### config.mk
export PLATFORM = sky130hd
export DESIGN_NAME = dbg_trigger_csr
export DESIGN_NICKNAME = d
export VERILOG_FILES = /design/src/rtl/dtrig_pkg.sv /design/src/rtl/dtrig_ctrl_legalize.sv /design/src/rtl/dtrig_slot.sv /design/src/rtl/dtrig_rd_mux.sv /design/src/rtl/dbg_trigger_csr.sv
export SDC_FILE = /design/constraint.sdc
export NUM_CORES = 1
export LEC_CHECK = 0
export BUFFER_PORTS_ARGS = -buffer_cell sky130_fd_sc_hd__buf_2
export CORE_MARGIN = 2
export CORE_UTILIZATION = 35
export CTS_CLUSTER_SIZE = 40
export DETAILED_ROUTE_END_ITERATION = 12
export GPL_TIMING_DRIVEN = 0
export HOLD_SLACK_MARGIN = 0.05
export PLACE_DENSITY = 0.63
export SKIP_CTS_REPAIR_TIMING = 1
export SLEW_MARGIN = 20
export SYNTH_ARGS = -nofsm -noshare
export SYNTH_HDL_FRONTEND = slang
export SYNTH_SLANG_ARGS = --single-unit
### constraint.sdc
create_clock -name clk -period 2.4 [get_ports clk]
set_input_delay 0.24 -clock clk [delete_from_list [all_inputs] [get_ports clk]]
set_output_delay 0.24 -clock clk [all_outputs]
set_load 0.01 [all_outputs]
### src/rtl/dtrig_pkg.sv
package dtrig_pkg;

   localparam int XLEN = 32;

   typedef enum logic [1:0] {
      REG_SEL  = 2'd0,
      REG_CTRL = 2'd1,
      REG_ADDR = 2'd2,
      REG_AUX  = 2'd3
   } csr_reg_e;

   localparam logic [3:0]  TYPE_ADMATCH = 4'd2;
   localparam logic [31:0] RESET_CTRL   = {TYPE_ADMATCH, 28'h0};
   // access bits 2:0, privilege bits 3, 4 and 6
   localparam logic [31:0] KEEP_MASK    = 32'h0000_005F;
   localparam logic [31:0] TYPE_MASK    = 32'hF800_0000;
   localparam logic [31:0] SIZE_LO_MASK = 32'h0003_0000;
   localparam logic [31:0] SIZE_HI_MASK = 32'h0060_0000;

   function automatic logic size_ok(input logic [3:0] code);
      return (code <= 4'd3) || (code == 4'd5);
   endfunction

endpackage

### src/rtl/dtrig_ctrl_legalize.sv
module dtrig_ctrl_legalize
   import dtrig_pkg::*;
#(
   parameter bit SIZE_EXT = 1'b1
) (
   input  logic [XLEN-1:0] raw,
   output logic [XLEN-1:0] legal
);

   logic [3:0] code;

   generate
      if (SIZE_EXT) begin : g_wide
         assign code = {raw[22:21], raw[17:16]};
      end else begin : g_narrow
         assign code = {2'b00, raw[17:16]};
      end
   endgenerate

   always_comb begin
      legal = RESET_CTRL | (raw & KEEP_MASK);
      if (size_ok(code)) begin
         legal[17:16] = code[1:0];
         if (SIZE_EXT) legal[22:21] = code[3:2];
      end
   end

endmodule

### src/rtl/dtrig_slot.sv
module dtrig_slot
   import dtrig_pkg::*;
#(
   parameter bit SIZE_EXT = 1'b1
) (
   input  logic            clk,
   input  logic            rst_n,
   input  logic            wr_ctrl,
   input  logic            wr_addr,
   input  logic [XLEN-1:0] wdata,
   output logic [XLEN-1:0] ctrl_q,
   output logic [XLEN-1:0] addr_q,
   output logic            reconf
);

   localparam logic [XLEN-1:0] ZERO_MASK =
      ~(TYPE_MASK | KEEP_MASK | SIZE_LO_MASK | (SIZE_EXT ? SIZE_HI_MASK : '0));

   logic [XLEN-1:0] ctrl_legal;

   dtrig_ctrl_legalize #(.SIZE_EXT(SIZE_EXT)) u_legal (
      .raw   (wdata),
      .legal (ctrl_legal)
   );

   always_ff @(posedge clk) begin
      if (!rst_n) begin
         ctrl_q <= RESET_CTRL;
         addr_q <= '0;
         reconf <= 1'b0;
      end else begin
         reconf <= 1'b0;
         if (wr_ctrl) begin
            ctrl_q <= ctrl_legal;
            reconf <= (ctrl_legal != ctrl_q);
         end
         if (wr_addr) begin
            addr_q <= wdata;
            reconf <= (wdata != addr_q);
         end
      end
   end

   // type 2, debug-mode clear
   p_type_fixed_r2: assert property (@(posedge clk) disable iff (!rst_n)
      ctrl_q[31:27] == 5'b00100);

   // unsupported fields stay zero
   p_zero_fields_r3: assert property (@(posedge clk) disable iff (!rst_n)
      (ctrl_q & ZERO_MASK) == '0);

   // stored size code is a legal one
   p_size_legal_r5: assert property (@(posedge clk) disable iff (!rst_n)
      size_ok({ctrl_q[22:21], ctrl_q[17:16]}));

   // control holds without a write aimed at it
   p_ctrl_hold_r8: assert property (@(posedge clk) disable iff (!rst_n)
      !$past(wr_ctrl) |-> $stable(ctrl_q));

   // a pulse always follows a write
   p_reconf_cause_r10: assert property (@(posedge clk) disable iff (!rst_n)
      reconf |-> $past(wr_ctrl || wr_addr));

endmodule

### src/rtl/dtrig_rd_mux.sv
module dtrig_rd_mux
   import dtrig_pkg::*;
#(
   parameter int NUM_TRIG = 2
) (
   input  logic [1:0]               csr_addr,
   input  logic [XLEN-1:0]          sel_q,
   input  logic [NUM_TRIG*XLEN-1:0] ctrl_flat,
   input  logic [NUM_TRIG*XLEN-1:0] addr_flat,
   output logic [XLEN-1:0]          rdata
);

   localparam int IDX_W = $clog2(NUM_TRIG);

   logic             in_range;
   logic [IDX_W-1:0] idx;

   assign in_range = sel_q < XLEN'(NUM_TRIG);
   assign idx      = sel_q[IDX_W-1:0];

   always_comb begin
      rdata = '0;
      case (csr_addr)
         REG_SEL:  rdata = sel_q;
         REG_CTRL: if (in_range) rdata = ctrl_flat[idx*XLEN +: XLEN];
         REG_ADDR: if (in_range) rdata = addr_flat[idx*XLEN +: XLEN];
         default:  rdata = '0;
      endcase
   end

endmodule

### src/rtl/dbg_trigger_csr.sv
module dbg_trigger_csr
   import dtrig_pkg::*;
#(
   parameter int NUM_TRIG = 2,
   parameter bit SIZE_EXT = 1'b1
) (
   input  logic                     clk,
   input  logic                     rst_n,
   input  logic [1:0]               csr_addr,
   input  logic                     csr_we,
   input  logic [31:0]              csr_wdata,
   output logic [31:0]              csr_rdata,
   output logic [NUM_TRIG*32-1:0]   trig_ctrl_o,
   output logic [NUM_TRIG*32-1:0]   trig_addr_o,
   output logic [NUM_TRIG-1:0]      trig_reconf_o
);

   generate
      if (NUM_TRIG < 2 || NUM_TRIG > 16) begin : g_bad_count
         $error("dbg_trigger_csr: NUM_TRIG must lie in 2..16");
      end
   endgenerate

   logic [XLEN-1:0] sel_q;
   logic            sel_hit_any;

   always_ff @(posedge clk) begin
      if (!rst_n)                            sel_q <= '0;
      else if (csr_we && csr_addr == REG_SEL) sel_q <= csr_wdata;
   end

   assign sel_hit_any = sel_q < XLEN'(NUM_TRIG);

   for (genvar i = 0; i < NUM_TRIG; i++) begin : g_trig
      logic hit;
      assign hit = sel_hit_any && (sel_q == XLEN'(i));

      dtrig_slot #(.SIZE_EXT(SIZE_EXT)) u_slot (
         .clk     (clk),
         .rst_n   (rst_n),
         .wr_ctrl (csr_we && hit && csr_addr == REG_CTRL),
         .wr_addr (csr_we && hit && csr_addr == REG_ADDR),
         .wdata   (csr_wdata),
         .ctrl_q  (trig_ctrl_o[i*XLEN +: XLEN]),
         .addr_q  (trig_addr_o[i*XLEN +: XLEN]),
         .reconf  (trig_reconf_o[i])
      );
   end

   dtrig_rd_mux #(.NUM_TRIG(NUM_TRIG)) u_rd (
      .csr_addr  (csr_addr),
      .sel_q     (sel_q),
      .ctrl_flat (trig_ctrl_o),
      .addr_flat (trig_addr_o),
      .rdata     (csr_rdata)
   );

   // out-of-range select reads zero on the data registers
   p_oob_read_zero_r8: assert property (@(posedge clk) disable iff (!rst_n)
      (csr_addr != REG_SEL && sel_q >= XLEN'(NUM_TRIG)) |-> csr_rdata == '0);

   // third data register reads zero
   p_aux_zero_r8: assert property (@(posedge clk) disable iff (!rst_n)
      csr_addr == REG_AUX |-> csr_rdata == '0);

   // at most one trigger reconfigures per cycle
   p_reconf_single_r10: assert property (@(posedge clk) disable iff (!rst_n)
      $onehot0(trig_reconf_o));

   // select changes only on a select write
   p_sel_hold_r7: assert property (@(posedge clk) disable iff (!rst_n)
      !$past(csr_we && csr_addr == REG_SEL) |-> $stable(sel_q));

endmodule

-- Word level (Yosys, flattened, before mapping)
Cells that the tools add are included.
- register bits: 118
- bits of input ports: 37
- output and inout port bits: 162
- logic and storage cells: 40
- magnitude comparators: 2
- eq/ne operators: 8
- shifts and indexed selects: 2
- muxes and demuxes: 9
- reduce and logical (&&, ||, !) cells: 12
- operators by type and width (operator ; count):
    indexed part select 64 x 7 -> 32 bit ; 2
    case mux 32 bit (3 select lines) ; 1
    2-to-1 mux 32 bit ; 2
    inequality test 32 bit ; 2
    == test 32 x 1 -> 1 bit, second input constant ; 1
    logical NOT 32 bit ; 1
    less-than comparator 32 x 2 -> 1 bit, second input constant ; 1
    inequality test 10 bit ; 2
    logical AND 1 bit ; 9
    == test 4 x 3 -> 1 bit, second input constant ; 1
    less-or-equal comparator 4 x 2 -> 1 bit, second input constant ; 1
    2-to-1 mux 1 bit ; 4
    2-to-1 mux 2 bit ; 2
    == test 2 x 1 -> 1 bit, second input constant ; 1
    == test 2 bit, second input constant ; 1
    logical NOT 2 bit ; 1
    logical OR 1 bit ; 1

-- Depth between registers and ports, before layout
Gate-level depths: netlist of run 1.
- word-level depth: 6
- mapped depth: 7
- gate-level depth less buffers: 5

-- Hierarchy
Synthesis of run 1 repeated with hierarchy kept, for this count alone.
- cells, all modules: 980
- area, all modules: 9437.8 um2
- modules (own cells, without submodules) (module ; instances ; cells an instance ; area an instance (um2) ; sequential area each (um2)):
    dtrig_slot ; 2 ; 295 ; 3116.7 ; 1301.2
    dtrig_rd_mux ; 1 ; 163 ; 1362.6 ; 0.0
    dbg_trigger_csr ; 1 ; 157 ; 1313.8 ; 640.6
    dtrig_ctrl_legalize ; 2 ; 35 ; 264.0 ; 0.0

-- Worst setup path after synthesis of run 1
Ideal clock, no wire load.
- kind: register to output
- from: reg sel_q[3]
- to: out csr_rdata[21]
- arrival time: 1801 ps
- required time: 2160 ps
- slack: 359 ps
- stages on the path, launching flop included: 7
- buffers on the path: 2
- cells stage by stage: dfxtp_1 -> nor4_4 -> nand4_4 -> or3_1 -> clkbuf_1 -> clkbuf_1 -> o221ai_1
- longest elaborated chain between the ends: 3
- elaborated cells between the ends (all ways): 4
- those cells by class: order compare (1); mux (3)
- ends and longest elaborated chain (what ; line ; text):
    start, declared ; dbg_trigger_csr.sv:24 ; logic [XLEN-1:0] sel_q;
    start signal, assigned ; dbg_trigger_csr.sv:29 ; else if (csr_we && csr_addr == REG_SEL) sel_q <= csr_wdata;
    less-than comparator 32 x 2 -> 1 bit (*) ; dtrig_rd_mux.sv:18 ; assign in_range = sel_q < XLEN'(NUM_TRIG);
    2-to-1 mux 32 bit, on equally long branches ; dtrig_rd_mux.sv:26, dtrig_rd_mux.sv:25 ;
    case mux 32 bit (3 select lines) (*) ; dtrig_rd_mux.sv:23 ; case (csr_addr)
    end, declared ; dbg_trigger_csr.sv:12 ; output logic [31:0] csr_rdata,
Mark *: on every way between the ends. The rest lies on a longest branch, timed or not.

-- Final worst setup path of run 1
- from: reg sel_q[31]
- to: out csr_rdata[29]
The elaborated chain is that of the path after synthesis.

==> impl_metrics.tcl, run 1 <==
set metrics [dict create \
    status "complete, but fails checks" \
    violations "setup timing" \
    final_max_slew_viol_count 0 \
    fin_crit_ns 2.62 \
    final_common_cell "buf_2" \
    critPathLaunchType "register" \
    syn-cell-area_um2 6790 \
    routabilityCongestion 0.922 \
    nets 997 \
    grtUsageTotal 0.216 \
    cp_slowest_cell "or3_4" \
    clock_sinks 118 \
    die_y_um 143 \
    num-fill-cells 1878 \
    io_buffers 146 \
    place_area_um2 8000 \
    core-area_um2 18900 \
    ys_seq_area_frac 0.348 \
    grt_max_degree 17 \
    regToRegStartpoint "sel_q[29]$_SDFFE_PN0P_" \
    grt_antenna_before_repair 0 \
    yosysUniqueCellTypes 43 \
    syn_avg_cell_area_um2 9.15 \
    rsz0062_at_grt "true" \
    r2r-end "g_trig[0].u_slot.reconf$_SDFF_PN0_" \
    cp.required_ns 2.16 \
    power_leakage_nw 3.87 \
    io_pins 199 \
    cts_tree "yes" \
    grt_first_pass_wirelength_um 32900 \
    crit_chain "nor4_4, nand4_4, or3_4, buf_12, o211ai_1, buf_2" \
    dieArea_um2 20500 \
    hold_viol_final 0 \
    max_freq_ghz 0.381 \
    cp-end-kind "output port" \
    yosys_warnings 0 \
    critPathTopFamily "simple AND/OR/NAND/NOR gates" \
    area_growth_pct 32.1 \
    drc 0 \
    crit_buf_inv 2 \
    hp-start "csr_wdata[20]" \
    slew_headroom 0.521 \
    clock_path_buffers 2 \
    clk_pin_slew_ns 0.06 \
    wl_per_cell_um 18.3 \
    drive_gt1_frac 0.293 \
    ant_nets 0 \
    drt_pre_antenna_iters 6 \
    final_cell_mix "buf_2 (143), mux2i_1 (124), dfxtp_1 (114), nand2_1 (98), nor2b_1 (82)" \
    wl_um 22600 \
    r2r_setup_slack_ns 0.01 \
    grt_pass1_vias 5542 \
    die_x_um 143 \
    min_path_cells 3 \
    syn_inst 742 \
    fin_skew_ns 0.0139 \
    worstRegToRegCells 9 \
    ys_ff_latch 118 \
    diodes 0 \
    hold_path_class "in2reg" \
    multi_input_area_um2 4170 \
    final_area_um2 8970 \
    drt_iter0_markers 323 \
    grt_overflow 0 \
    pwr_density_cell_nw_per_um2 594 \
    tightest_slew_ns 0.718 \
    row_count 50 \
    cts.htree.levels 4 \
    clk_latency_ns 0.43 \
    setup_viol 32 \
    fin_ws_ns -0.224 \
    vias_per_cell 4.85 \
    register_area_um2 2370 \
    path_class "reg2out" \
    cp.arrival_ns 2.38 \
    tns_ns -5.08 \
    cts_root_buf "clkbuf_16" \
    period_share 1.09 \
    ir_worst_vdd_v 0.000530 \
    maxCapViolations 0 \
    start_util 0.359 \
    slowest_delay_ns 0.46 \
    hpwl_um 17100 \
    cp_max_fo 6 \
    cts_made_buffers 17 \
    vias 5979 \
    hold_end "sel_q[20]$_SDFFE_PN0P_" \
]
-- how the worst max path moves through the flow --
| stage | slack (ns) | startpoint | to | cells past startpoint |
|---|---|---|---|---|
| CTS | -0.76 | sel_q[11]$_SDFFE_PN0P_ | csr_rdata[1] | 7 |
| global route | -0.28 | sel_q[14]$_SDFFE_PN0P_ | csr_rdata[29] | 6 |
| floorplan | 0.36 | sel_q[3]$_SDFFE_PN0P_ | csr_rdata[21] | 6 |
| detailed placement | -0.29 | sel_q[11]$_SDFFE_PN0P_ | csr_rdata[16] | 7 |
| finish | -0.22 | sel_q[31]$_SDFFE_PN0P_ | csr_rdata[29] | 6 |
| global placement | -0.31 | sel_q[18]$_SDFFE_PN0P_ | csr_rdata[16] | 7 |
-- through the flow --
stage | hold WS, ns | setup WS [ns] | util | power (mW) | cells
5_1_grt | 0.109 | -0.279 | 0.475 | 5.48 | 1232
2_1_floorplan | 0.375 | 0.359 | - | 2.46 | 784
3_5_place_dp | 0.470 | -0.287 | 0.424 | 2.67 | 1190
4_1_cts | 0.0936 | -0.757 | 0.455 | 5.26 | 1221
3_3_place_gp | 0.461 | -0.313 | 0.424 | 2.67 | 1190
6_report | 0.0992 | -0.224 | 0.475 | 5.33 | 1232
-- layer usage --
metal / vias to the layer above / share of wire / wire, µm / GRT usage
met5: - / 0 / 0 / 0
met4: 0 / 0.028 / 633 / 0.0877
met3: 47 / 0.070 / 1590 / 0.0537
met2: 250 / 0.46 / 10400 / 0.341
met1: 2809 / 0.44 / 10000 / 0.284
li1: 2873 / - / - / -
-- worst register-to-register path, stage by stage (launching register included) --
cell     delay, ns
dfxtp_2       0.34
nor4_4        0.34
nand4_4       0.19
buf_4         0.18
buf_4         0.13
or4_1         0.51
buf_6         0.16
buf_6         0.17
a21oi_4       0.16
o21a_1        0.14
-- area by class of cell --
cell class / instances / area share
multi-input cells: 564 / 0.465
flip-flops and latches: 118 / 0.264
repair buffers: 159 / 0.0964
plain buffers: 96 / 0.0700
clock buffers: 19 / 0.0494
well taps: 260 / 0.0363
clock inverters: 12 / 0.0172
inverters: 4 / 0.00167
-- cells by family (layout without fill, tap and decap cells) --
logic type	Yosys count	in the layout	synth area share
compound gates	81	81	0.0811
simple gates	237	237	0.198
flops	118	118	0.348
other cells	2	44	0.00111
xor+xnor	78	78	0.101
mux	124	124	0.183
buf+inv	102	290	0.0881
-- registers in the layout, indices dropped and copies added (netlist names) --
signal / cells
g_trig.u_slot.addr_q: 64
g_trig.u_slot.ctrl_q: 20
g_trig.u_slot.reconf: 2
sel_q: 32
-- cell usage after synthesis --
library cell,number,area share
o31ai_1,1,0.0011
o41ai_1,1,0.0013
o22ai_1,1,0.00092
nor3_1,2,0.0015
inv_1,4,0.0022
o21ai_0,2,0.0015
nand4_1,11,0.010
clkbuf_1,39,0.022
nand3b_1,2,0.0022
o221ai_1,10,0.013
a21boi_1,33,0.036
nand4_4,1,0.0031
nor2_1,5,0.0028
xor2_1,42,0.054
nand2_1,98,0.054
or3_1,2,0.0018
a21oi_1,5,0.0037
buf_4,51,0.056
buf_2,1,0.00074
conb_1,2,0.0011
o21a_1,1,0.0011
dfxtp_1,118,0.35
nand2b_1,6,0.0055
nor4bb_1,1,0.0015
nor4_1,12,0.011
mux2i_1,124,0.18
nor2b_1,82,0.076
and3_1,1,0.00092
o21ai_1,22,0.016
o211ai_1,1,0.0011
and2_1,2,0.0018
nor4_4,5,0.016
a2111oi_0,1,0.0013
nor4_2,3,0.0055
buf_6,3,0.0050
nand4_2,1,0.0018
or2_2,1,0.00092
a41oi_1,1,0.0013
buf_1,4,0.0022
xnor2_1,36,0.046
o311ai_0,1,0.0013
a31oi_1,1,0.00092
or4_1,2,0.0022
-- power breakdown --
group          switching, mW  total, mW  internal (mW)
Clock                  0.964       2.62           1.65
Combinational          0.385      0.680          0.295
Sequential            0.0432       2.04           1.99
Power figures use the tool's default switching activity.
==> run 2: changes to the inputs <==
SKIP_CTS_REPAIR_TIMING = not set   (was 1)
==> impl_metrics.tcl, run 2 (same netlist as run 1, synthesis figures left out) <==
set metrics [dict create \
    status "complete, but fails checks" \
    violations "setup timing" \
    drt_iter0_markers 341 \
    cts_made_buffers 17 \
    fin_crit_ns 2.64 \
    regMostFlops "g_trig.u_slot.addr_q" \
    power_mw 5.32 \
    grt_max_degree 17 \
    cp.arrival_ns 2.40 \
    power_leakage_nw 3.87 \
    crit_chain "nor4_4, nand4_4, or3_4, clkbuf_16, o211ai_1, buf_2" \
    critPathLaunchType "register" \
    slowest_delay_ns 0.48 \
    multi_input_area_um2 4140 \
    die_x_um 143 \
    tns_ns -5.31 \
    grt_pass1_vias 5637 \
    r2r_setup_slack_ns -0.03 \
    pwr_density_cell_nw_per_um2 594 \
    final_max_slew_viol_count 0 \
    die_y_um 143 \
    hold_path_class "in2reg" \
    cts.htree.levels 4 \
    cp-end-kind "output port" \
    diodes 0 \
    io_buffers 146 \
    fin_skew_ns 0.0147 \
    grt_overflow 0 \
    grt_antenna_before_repair 0 \
    ir_worst_vdd_v 0.000524 \
    num-fill-cells 1876 \
    start_util 0.359 \
    vias_per_cell 4.87 \
    max_freq_ghz 0.379 \
    hold_viol_final 0 \
    fin_ws_ns -0.235 \
    vias 5999 \
    row_count 50 \
    place_area_um2 8000 \
    clock_sinks 118 \
    critPathTopFamily "simple AND/OR/NAND/NOR gates" \
    final_common_cell "buf_2" \
    core-area_um2 18900 \
    wl_per_cell_um 18.3 \
    cp_slowest_cell "or3_4" \
    clock_path_buffers 2 \
    drive_gt1_frac 0.292 \
    grt_first_pass_wirelength_um 33400 \
    dieArea_um2 20500 \
    cp_max_fo 6 \
    hpwl_um 17100 \
    drc 0 \
    area_growth_pct 31.9 \
    clk_pin_slew_ns 0.06 \
    period_share 1.10 \
    cts_root_buf "clkbuf_16" \
    crit_buf_inv 2 \
    final_area_um2 8960 \
    maxCapViolations 0 \
    grtUsageTotal 0.219 \
    io_pins 199 \
    drt_pre_antenna_iters 5 \
    routabilityCongestion 0.922 \
    nets 997 \
    register_area_um2 2360 \
    reg_top3 "g_trig.u_slot.addr_q x64, sel_q x32, g_trig.u_slot.ctrl_q x20" \
    final_cell_mix "buf_2 (144), mux2i_1 (124), dfxtp_1 (116), nand2_1 (98), nor2b_1 (82)" \
    path_class "reg2out" \
    ant_nets 0 \
    wl_um 22500 \
    slew_headroom 0.513 \
    rsz0062_at_grt "true" \
    cp.required_ns 2.16 \
    clk_latency_ns 0.43 \
    tightest_slew_ns 0.730 \
    largest_reg_flops 64 \
    cts_tree "yes" \
    setup_viol 34 \
]
run 2: changes by cell type in the layout (fill, tap and decap cells not counted), sizes merged:
cell and delta:
buf -3, clkbuf +3
run 2: power breakdown:
part	switching [mW]	internal, mW	leakage (nW)
Sequential	0.0402	1.99	0.954
Combinational	0.384	0.292	2.63
Clock	0.960	1.65	0.285
run 2: worst register-to-register path: cells and delay by family, from the launching register on:
kind,cells,cell delay [ns]
AND/OR/NAND/NOR,4,1.26
flip-flops,1,0.34
multiplexers,1,0.14
buffers and inverters,4,0.64
run 2: layout make-up:
class	count	share of cell area
Timing Repair Buffer	159	0.0953
Tap cell	260	0.0363
Clock buffer	19	0.0495
Sequential cell	118	0.264
Clock inverter	12	0.0172
Multi-Input combinational cell	564	0.462
Inverter	4	0.00168
Buffer	96	0.0736
run 2: through the flow:
| step | hold slack, ns | setup slack, ns | cells | utilization |
|---|---|---|---|---|
| floorplan | 0.375 | 0.359 | 784 | - |
| global placement | 0.461 | -0.313 | 1190 | 0.424 |
| CTS | 0.0936 | -0.235 | 1225 | 0.467 |
| finish | 0.105 | -0.235 | 1232 | 0.474 |
| global route | 0.109 | -0.304 | 1232 | 0.474 |
| detailed placement | 0.470 | -0.287 | 1190 | 0.424 |
run 2: routing by layer:
layer,global-route usage,up-vias,part of all wire
met5,0,-,0
met4,0.102,0,0.036
met3,0.0510,55,0.074
met2,0.342,256,0.45
met1,0.288,2813,0.44
li1,-,2875,-
run 2: worst paths after layout:
kind                               start                                       end  cells after the start
setup / recovery  sel_q[12]$_SDFFE_PN0P_                             csr_rdata[29]                      6
hold / removal             csr_wdata[20]                    sel_q[20]$_SDFFE_PN0P_                      3
setup reg to reg  sel_q[12]$_SDFFE_PN0P_  g_trig[0].u_slot.addr_q[22]$_SDFFE_PN0P_                      9
hold reg to reg   sel_q[27]$_SDFFE_PN0P_                    sel_q[27]$_SDFFE_PN0P_                      2
run 2: what timing repair did:
item,4_1_cts,5_1_grt
setup buffers,5,7
resized for setup,37,16
hold buffers,0,0
cloned,1,0
setup endpoints to repair,33,93
pin swaps,9,7
